$ cat src/rtl/sc_irq_pkg.sv
package sc_irq_pkg;
  localparam int unsigned REG_W = 16;
  localparam int unsigned NSRC  = 6;

  // source index into the internal status vector
  localparam int unsigned S_CRC = 0;
  localparam int unsigned S_FAE = 1;
  localparam int unsigned S_PIN = 2;
  localparam int unsigned S_DRQ = 3;
  localparam int unsigned S_SIF = 4;
  localparam int unsigned S_RDY = 5;

  // register bit positions
  localparam int unsigned P_CRC    = 1;
  localparam int unsigned P_FAE    = 2;
  localparam int unsigned P_PIN    = 4;
  localparam int unsigned P_DRQ    = 5;
  localparam int unsigned P_SIF    = 6;
  localparam int unsigned P_RDY    = 7;
  localparam int unsigned P_FAE_EN = 13;
  localparam int unsigned P_DRQ_SL = 14;
  localparam int unsigned P_IRQ_EN = 15;

  localparam logic [NSRC-1:0] SRC_RST = NSRC'(1) << S_RDY;

  typedef struct packed {
    logic irq_en;
    logic drq_sel;
    logic fae_en;
  } ctrl_t;

  function automatic logic [REG_W-1:0] pack_reg(input ctrl_t c, input logic [NSRC-1:0] s);
    logic [REG_W-1:0] r;
    r           = '0;
    r[P_IRQ_EN] = c.irq_en;
    r[P_DRQ_SL] = c.drq_sel;
    r[P_FAE_EN] = c.fae_en;
    r[P_RDY]    = s[S_RDY];
    r[P_SIF]    = s[S_SIF];
    r[P_DRQ]    = s[S_DRQ];
    r[P_PIN]    = s[S_PIN];
    r[P_FAE]    = s[S_FAE];
    r[P_CRC]    = s[S_CRC];
    return r;
  endfunction
endpackage

$ cat src/rtl/sc_stat_bit.sv
module sc_stat_bit #(
  parameter logic RST_VAL = 1'b0
) (
  input  logic clk_i,
  input  logic rst_ni,
  input  logic set_i,
  input  logic clr_i,
  output logic q_o,
  output logic rise_o,
  output logic drop_o
);
  logic q_q;

  always_ff @(posedge clk_i or negedge rst_ni) begin
    if (!rst_ni)      q_q <= RST_VAL;
    else if (set_i)   q_q <= 1'b1;   // set wins
    else if (clr_i)   q_q <= 1'b0;
  end

  assign q_o    = q_q;
  assign rise_o = set_i & ~q_q;
  assign drop_o = clr_i & ~set_i & q_q;

  a_r11_set_wins: assert property (@(posedge clk_i) disable iff (!rst_ni)
    set_i |=> q_o);
  a_r11_clear_takes: assert property (@(posedge clk_i) disable iff (!rst_ni)
    (clr_i && !set_i) |=> !q_o);
  a_r11_hold: assert property (@(posedge clk_i) disable iff (!rst_ni)
    (!clr_i && !set_i) |=> $stable(q_o));
endmodule

$ cat src/rtl/sc_pin_mon.sv
module sc_pin_mon #(
  parameter int unsigned PIN_W = 2
) (
  input  logic             clk_i,
  input  logic             rst_ni,
  input  logic [PIN_W-1:0] pins_i,
  output logic             chg_o
);
  logic [PIN_W-1:0] prev_q;
  logic             arm_q;

  always_ff @(posedge clk_i or negedge rst_ni) begin
    if (!rst_ni) begin
      prev_q <= '0;
      arm_q  <= 1'b0;
    end else begin
      prev_q <= pins_i;
      arm_q  <= 1'b1;
    end
  end

  // first sample after reset is a baseline, not a change
  assign chg_o = arm_q & (|(pins_i ^ prev_q));

  a_r7_steady_no_chg: assert property (@(posedge clk_i) disable iff (!rst_ni)
    $stable(pins_i) |=> (!chg_o || !$stable(pins_i)));
endmodule

$ cat src/rtl/sc_irq_pend.sv
module sc_irq_pend #(
  parameter int unsigned N = 6
) (
  input  logic         clk_i,
  input  logic         rst_ni,
  input  logic [N-1:0] rise_i,
  input  logic [N-1:0] drop_i,
  input  logic         rd_i,
  input  logic         en_i,
  output logic         irq_o
);
  logic [N-1:0] pend_q;
  logic         ack;

  assign ack = rd_i & en_i;

  always_ff @(posedge clk_i or negedge rst_ni) begin
    if (!rst_ni) pend_q <= '0;
    else         pend_q <= (pend_q & ~drop_i & ~{N{ack}}) | rise_i;
  end

  assign irq_o = en_i & (|pend_q);

  a_r10_read_drops: assert property (@(posedge clk_i) disable iff (!rst_ni)
    (rd_i && en_i && !(|rise_i)) |=> !(|pend_q));
  a_r3_rise_raises: assert property (@(posedge clk_i) disable iff (!rst_ni)
    (|rise_i) |=> (|pend_q));
  a_r13_masked_keeps: assert property (@(posedge clk_i) disable iff (!rst_ni)
    (!en_i && !(|drop_i)) |=> ((|pend_q) || !$past(|pend_q)));
endmodule

$ cat src/rtl/sc_irq_status.sv
module sc_irq_status
  import sc_irq_pkg::*;
#(
  parameter int unsigned PIN_W = 2
) (
  input  logic             clk_i,
  input  logic             rst_ni,
  input  logic             sts_rd_i,
  input  logic             sts_wr_i,
  input  logic [15:0]      wdata_i,
  output logic [15:0]      rdata_o,
  input  logic             cmd_wr_i,
  output logic             cmd_go_o,
  input  logic             cmd_is_read_i,
  input  logic             fifo_wr_i,
  input  logic             fifo_rd_i,
  input  logic             pin_rd_i,
  input  logic             fae_rd_i,
  input  logic             done_i,
  input  logic             sif_i,
  input  logic             drq_i,
  input  logic             fae_i,
  input  logic             crc_err_i,
  input  logic [PIN_W-1:0] pins_i,
  input  logic             dma_en_i,
  output logic             dma_req_o,
  input  logic             bs_i,
  output logic             bs_o,
  output logic             irq_o
);
  ctrl_t           ctrl_q;
  logic [NSRC-1:0] set_v, clr_v, stat_v, rise_v, drop_v;
  logic            pin_chg, cmd_ok, fifo_hit;

  always_ff @(posedge clk_i or negedge rst_ni) begin
    if (!rst_ni) begin
      ctrl_q <= '0;
    end else if (sts_wr_i) begin
      ctrl_q.irq_en  <= wdata_i[P_IRQ_EN];
      ctrl_q.drq_sel <= wdata_i[P_DRQ_SL];
      ctrl_q.fae_en  <= wdata_i[P_FAE_EN];
    end
  end

  sc_pin_mon #(.PIN_W(PIN_W)) u_pin_mon (
    .clk_i (clk_i),
    .rst_ni(rst_ni),
    .pins_i(pins_i),
    .chg_o (pin_chg)
  );

  // command accepted only while idle
  assign cmd_ok   = cmd_wr_i & stat_v[S_RDY];
  assign cmd_go_o = cmd_ok;
  assign fifo_hit = (fifo_wr_i & ~cmd_is_read_i) | (fifo_rd_i & cmd_is_read_i);

  always_comb begin
    set_v        = '0;
    clr_v        = '0;
    set_v[S_RDY] = done_i | crc_err_i;
    clr_v[S_RDY] = cmd_ok;
    set_v[S_SIF] = sif_i;
    clr_v[S_SIF] = cmd_ok;
    set_v[S_DRQ] = drq_i & ctrl_q.drq_sel;
    clr_v[S_DRQ] = fifo_hit & ctrl_q.drq_sel;
    set_v[S_PIN] = pin_chg;
    clr_v[S_PIN] = pin_rd_i;
    set_v[S_FAE] = fae_i & ctrl_q.fae_en;
    clr_v[S_FAE] = fae_rd_i;
    set_v[S_CRC] = crc_err_i;
    clr_v[S_CRC] = cmd_ok;
  end

  for (genvar g = 0; g < NSRC; g++) begin : g_bit
    sc_stat_bit #(.RST_VAL(SRC_RST[g])) u_bit (
      .clk_i (clk_i),
      .rst_ni(rst_ni),
      .set_i (set_v[g]),
      .clr_i (clr_v[g]),
      .q_o   (stat_v[g]),
      .rise_o(rise_v[g]),
      .drop_o(drop_v[g])
    );
  end

  sc_irq_pend #(.N(NSRC)) u_pend (
    .clk_i (clk_i),
    .rst_ni(rst_ni),
    .rise_i(rise_v),
    .drop_i(drop_v),
    .rd_i  (sts_rd_i),
    .en_i  (ctrl_q.irq_en),
    .irq_o (irq_o)
  );

  assign rdata_o   = pack_reg(ctrl_q, stat_v);
  assign dma_req_o = stat_v[S_DRQ] & dma_en_i;
  assign bs_o      = bs_i & ~stat_v[S_CRC];

  a_r2_busy_holds_rdy: assert property (@(posedge clk_i) disable iff (!rst_ni)
    (!rdata_o[P_RDY] && !done_i && !crc_err_i) |=> !rdata_o[P_RDY]);
  a_r2_busy_no_go: assert property (@(posedge clk_i) disable iff (!rst_ni)
    !rdata_o[P_RDY] |-> !cmd_go_o);
  a_r9_crc_bus_low: assert property (@(posedge clk_i) disable iff (!rst_ni)
    crc_err_i |=> (!bs_o && rdata_o[P_RDY]));
  a_r5_drq_frozen: assert property (@(posedge clk_i) disable iff (!rst_ni)
    (!rdata_o[P_DRQ_SL] && !sts_wr_i) |=> $stable(rdata_o[P_DRQ]));
  a_r8_fae_gated: assert property (@(posedge clk_i) disable iff (!rst_ni)
    (!rdata_o[P_FAE_EN] && !rdata_o[P_FAE]) |=> !rdata_o[P_FAE]);
  a_r6_dma_follows: assert property (@(posedge clk_i) disable iff (!rst_ni)
    dma_req_o |-> (rdata_o[P_DRQ] && dma_en_i));
endmodule

$ cat config.mk
export PLATFORM = sky130hd
export DESIGN_NAME = sc_irq_status
export DESIGN_NICKNAME = d
export VERILOG_FILES = /design/src/rtl/sc_irq_pkg.sv /design/src/rtl/sc_stat_bit.sv /design/src/rtl/sc_pin_mon.sv /design/src/rtl/sc_irq_pend.sv /design/src/rtl/sc_irq_status.sv
export SDC_FILE = /design/constraint.sdc
export NUM_CORES = 1
export LEC_CHECK = 0
export ABC_AREA = 1
export BUFFER_PORTS_ARGS = -buffer_cell sky130_fd_sc_hd__buf_4
export CORE_MARGIN = 4
export CORE_UTILIZATION = 30
export CTS_CLUSTER_DIAMETER = 50
export DETAILED_ROUTE_END_ITERATION = 6
export PLACE_DENSITY_LB_ADDON = 0.12
export SYNTH_ARGS = -nofsm -noshare
export SYNTH_HDL_FRONTEND = slang
export SYNTH_SLANG_ARGS = --single-unit
$ cat constraint.sdc
create_clock -name clk_i -period 1.9 [get_ports clk_i]
set_input_delay 0 -clock clk_i [delete_from_list [all_inputs] [get_ports clk_i]]
set_output_delay 0 -clock clk_i [all_outputs]
set_load 0.01 [all_outputs]
==> results.json, run 1 <==
{
  "status": "finished, final reports clean",
  "hold_start": "done_i",
  "ys_seq_area_share_pct": 49.6,
  "clock_sinks": 18,
  "fin_crit_ns": 1.37,
  "worst-path-buf-inv": 2,
  "antenna_left": 0,
  "holdPathStages": 3,
  "r2r-end": "g_bit[5].u_bit.q_o",
  "power_frac_comb_pct": 25.7,
  "clock_path_buffers": 2,
  "fin_ws_ns": 0.526,
  "core_um2": 2830,
  "pre_cts_ws_ns": 0.852,
  "dr_wl_met2_um": 914,
  "fin_util_pct": 46.6,
  "numCtsBuffers": 3,
  "die-area_um2": 3980,
  "syn_area_um2": 911,
  "synth_area_per_cell_um2": 8.21,
  "yosys_warnings": 0,
  "cts-htree-levels": 1,
  "r2r_slack_ns": 0.53,
  "irDropWorstVdd_mv": 0.453,
  "io_buffers": 34,
  "path_delay_family": "buffers and inverters",
  "final_common_cell": "buf_4",
  "critical_path.max_stage_delay_ns": 0.58,
  "cp_max_fo": 4,
  "wl_met1_um": 760,
  "cts_root_buf": "clkbuf_4",
  "setup_viol": 0,
  "worstSkewPairLatency_ns": 0.29,
  "wl_mm": 1.76,
  "synth.distinct_cells": 16,
  "fin_nets": 193,
  "power_density_nw_per_um2": 710,
  "first_iter_violations": 7,
  "synth_seq_cells": 18,
  "first_pass_iters": 4,
  "worstSetupStartpointType": "register",
  "hold_ws_ns": 0.0153,
  "final_cell_mix": "buf_4, nand2_1, inv_1",
  "hold_path.class": "input pin to register",
  "slew_viol_final": 0,
  "grt_antenna_before_repair": 0,
  "layout-drive-gt1-share_pct": 26.8,
  "hpwl_mm": 1.39,
  "min_to": "u_pend.pend_q[5]",
  "initial_core_util_pct": 32.2,
  "cts_resized": 0,
  "vias_per_cell": 4.03,
  "post-route-period-util_pct": 72.3,
  "worstSetupPathType": "register to register",
  "highest_layer": "met4",
  "cp_cell_sequence": "inv_1 -> o21ai_0 -> dlygate4sd3_1",
  "grt-ovfl-total": 0,
  "post-cts-setup-buffers": 0,
  "fin_cells": 188,
  "hold_buffers": 16,
  "grt_max_degree": 19,
  "clock-skew-final_ns": 0.00466,
  "wl_per_cell_um": 9.38,
  "syn-instance-count": 111,
  "seq_power_share_pct": 49.8,
  "switching_share_pct": 27.3,
  "grt_use_total_pct": 9.54,
  "p_int_mw": 0.681,
  "critical_path_arrival_ns": 1.61,
  "globalplace.congestion": 0.667,
  "maxCapViolCount": 0,
  "finalHoldViolCount": 0,
  "ff2ff_path_depth": 3,
  "top_level_ports": 55,
  "clkPwrFrac_pct": 24.5,
  "rows": 19,
  "clk_pin_slew_ns": 0.10,
  "routed-via-count": 758,
  "rsz0062_at_grt": "no",
  "antenna_cells": 0,
  "leakage_nw": 0.741,
  "fp.dieW_um": 63.1,
  "fmax_mhz": 728,
  "drc": 0,
  "netSwitchingPower_mw": 0.256,
  "syn_to_final_growth_pct": 44.8,
  "wl_met3_um": 76,
  "fin_tns_setup_ns": 0,
  "crit_path_end_kind": "register",
  "die_h_um": 63.1,
  "rr_startpoint": "g_bit[5].u_bit.q_o",
  "required_ns": 2.13,
  "dpl.cell_count": 168,
  "grt_pass1_vias": 766,
  "grt_pass1_wl_mm": 3.09,
  "crit_slowest_cell": "dlygate4sd3_1",
  "cts_tree": "yes"
}
## sequential cells by signal, summed over array words and instances (netlist names)
name              flops
u_pin_mon.arm_q       1
u_pin_mon.prev_q      2
rdata_o               3
g_bit.u_bit.q_o       6
u_pend.pend_q         6
## power groups by stage
stage                     Sequential (mW)  Clock, mW  Combinational [mW]
after floorplan                     0.468          0               0.139
final                               0.466      0.230               0.241
after global placement              0.472          0               0.209
after global routing                0.476      0.260               0.275
after detailed placement            0.475          0               0.214
after CTS                           0.467      0.242               0.245
## layer usage
metal	global-route usage [%]	vias up
li1	-	406
met1	10.7	334
met2	17.1	16
met3	3.20	2
met4	2.48	0
met5	0	-
## stage by stage
step	power, mW	cell area [um2]
floorplan	0.607	933
global placement	0.681	1120
detailed placement	0.688	1120
CTS	0.954	1320
global route	1.01	1320
finish	0.937	1320
## cell type report
class,count,area (um2)
fill,299,1510
sequential,18,452
timing repair buffer,50,415
multi-input combinational,63,294
inverter,22,82.6
tap,31,38.8
clock buffer,4,36.3
## Yosys cell counts
master | n | area share, %
inv_1 | 21 | 8.7
o21bai_1 | 1 | 0.82
a21oi_1 | 4 | 2.2
nand2_1 | 24 | 9.9
nand3_1 | 6 | 3.3
conb_1 | 2 | 0.82
o21ai_1 | 4 | 2.2
dfstp_2 | 1 | 2.9
o31ai_1 | 1 | 0.82
nor2_1 | 6 | 2.5
o21ai_0 | 4 | 2.2
mux2_1 | 3 | 3.7
inv_2 | 1 | 0.41
buf_4 | 14 | 12
nand2_2 | 2 | 1.4
dfrtp_1 | 17 | 47
## cell families (layout without fill, tap and decap cells)
kind of cell | Yosys count | count (layout) | synth area share, %
compound gates | 14 | 14 | 8.24
buf+inv | 36 | 76 | 20.6
flops | 18 | 18 | 49.6
mux | 3 | 3 | 3.71
other cells | 2 | 8 | 0.824
simple gates | 38 | 38 | 17.0
## worst max-delay path by stage
stage / startpoint / to / slack [ns] / cells after the start
4_1_cts: rdata_o[15] / rdata_o[15] / 0.53 / 2
5_1_grt: g_bit[5].u_bit.q_o / g_bit[5].u_bit.q_o / 0.42 / 3
2_1_floorplan: g_bit[5].u_bit.q_o / u_pend.pend_q[5] / 0.91 / 5
3_3_place_gp: g_bit[5].u_bit.q_o / u_pend.pend_q[5] / 0.85 / 5
3_5_place_dp: g_bit[5].u_bit.q_o / u_pend.pend_q[5] / 0.85 / 5
6_report: g_bit[5].u_bit.q_o / g_bit[5].u_bit.q_o / 0.53 / 3
## worst reg2reg max path, stage by stage (launching register included)
cell	delay [ns]
dfstp_2	0.56
inv_1	0.04
o21ai_0	0.14
dlygate4sd3_1	0.58
Power figures use the tool's default switching activity.
==> inputs of run 2 (changes only) <==
==> constraint.sdc (replaced) <==
create_clock -name clk_i -period 1.25 [get_ports clk_i]
set_input_delay 0 -clock clk_i [delete_from_list [all_inputs] [get_ports clk_i]]
set_output_delay 0 -clock clk_i [all_outputs]
set_load 0.01 [all_outputs]
==> run 2 against run 1 <==
  * Die area did not move
  * Worst hold slack improved by 0.022 ns
  * Register-to-register slack got worse by 0.33 ns
==> results.json, run 2 (same netlist as run 1, synthesis figures left out) <==
{
  "first_pass_iters": 4,
  "grt_pass1_wl_mm": 3.11,
  "multi_input_area_um2": 294,
  "slew_viol_final": 0,
  "wl_mm": 1.79,
  "die-area_um2": 3980,
  "clock-skew-final_ns": 0.00262,
  "worstSkewPairLatency_ns": 0.28,
  "initial_core_util_pct": 32.2,
  "final_cell_mix": "buf_4, nand2_1, inv_1",
  "cp_max_fo": 4,
  "fmax_mhz": 863,
  "r2r_slack_ns": 0.20,
  "wl_per_cell_um": 9.62,
  "leakage_nw": 0.734,
  "regArea_um2": 452,
  "worstSetupStartpointType": "register",
  "maxCapViolCount": 0,
  "grt_pass1_vias": 759,
  "crit_path_end_kind": "primary output",
  "globalplace.congestion": 0.667,
  "vias_per_cell": 4.05,
  "setup_viol": 0,
  "drc": 0,
  "fp.dieW_um": 63.1,
  "critical_path_arrival_ns": 1.16,
  "grt-ovfl-total": 0,
  "worstSetupPathType": "register to primary output",
  "fin_util_pct": 45.9,
  "rsz0062_at_grt": "no",
  "post-cts-setup-buffers": 0,
  "syn_to_final_growth_pct": 42.6,
  "grt_max_degree": 19,
  "layout-drive-gt1-share_pct": 27.1,
  "required_ns": 1.25,
  "post-route-period-util_pct": 92.7,
  "hpwl_mm": 1.39,
  "grt_antenna_before_repair": 0,
  "irDropWorstVdd_mv": 0.682,
  "hold_path.class": "input pin to register",
  "fin_ws_ns": 0.0911,
  "antenna_left": 0,
  "clock_path_buffers": 2,
  "cts-htree-levels": 1,
  "numCtsBuffers": 3,
  "top_level_ports": 55,
  "clock_sinks": 18,
  "die_h_um": 63.1,
  "core_um2": 2830,
  "final_common_cell": "buf_4",
  "routed-via-count": 754,
  "cts_tree": "yes",
  "io_buffers": 34,
  "pre_cts_ws_ns": 0.202,
  "fin_tns_setup_ns": 0,
  "hold_ws_ns": 0.0371,
  "grt_use_total_pct": 9.65,
  "finalHoldViolCount": 0,
  "status": "finished, final reports clean",
  "n_fill_cell": 292,
  "cts_root_buf": "clkbuf_4",
  "power_density_nw_per_um2": 1080,
  "clk_pin_slew_ns": 0.10,
  "fin_nets": 191,
  "fin_crit_ns": 1.16,
  "antenna_cells": 0,
  "rows": 19,
  "first_iter_violations": 11
}
[run 2: worst paths after layout]
check / startpoint / endpoint / depth (start not counted)
max: g_bit[5].u_bit.q_o / cmd_go_o / 3
min: drq_i / g_bit[3].u_bit.q_o / 5
max reg2reg: g_bit[5].u_bit.q_o / u_pend.pend_q[5] / 5
min reg2reg: g_bit[5].u_bit.q_o / g_bit[5].u_bit.q_o / 2
max in group asynchronous: rst_ni / g_bit[5].u_bit.q_o / 2
min in group asynchronous: rst_ni / g_bit[4].u_bit.q_o / 2
[run 2: final cells by class]
class,count,share of cell area [%]
repair buffers,48,30.4
well taps,31,2.99
clock buffers,4,2.79
inverters,22,6.36
multi-input cells,63,22.6
flip-flops and latches,18,34.8
[run 2: layer usage]
layer	share of wire (%)	GRT usage [%]	vias up	wire (um)
met1	41	10.5	334	740
li1	-	-	402	-
met2	54	17.8	16	961
met4	0.73	2.48	0	13
met5	0	0	-	0
met3	4.1	3.20	2	73
[run 2: power breakdown]
group	leakage, nW	internal, mW	switching [mW]
Clock	0.0210	0.177	0.169
Combinational	0.500	0.190	0.162
Sequential	0.212	0.655	0.0532
[run 2: repair_timing]
| action | 4_1_cts | 5_1_grt |
|---|---|---|
| hold buffers | 14 | 0 |
| hold endpoints to repair | 31 | 0 |
| resized for setup | 0 | 0 |
[run 2: metrics by stage]
step	power [mW]	instances	cell area, um2
after floorplan	0.923	117	933
after global placement	1.04	168	1120
after detailed placement	1.05	168	1120
after CTS	1.44	186	1300
after global routing	1.52	186	1300
final	1.41	186	1300
[run 2: worst max-delay path, cell delays in order, from the launching register on]
cell and delay (ns):
dfstp_2 0.56, nand2_1 0.10, inv_2 0.10, buf_4 0.12
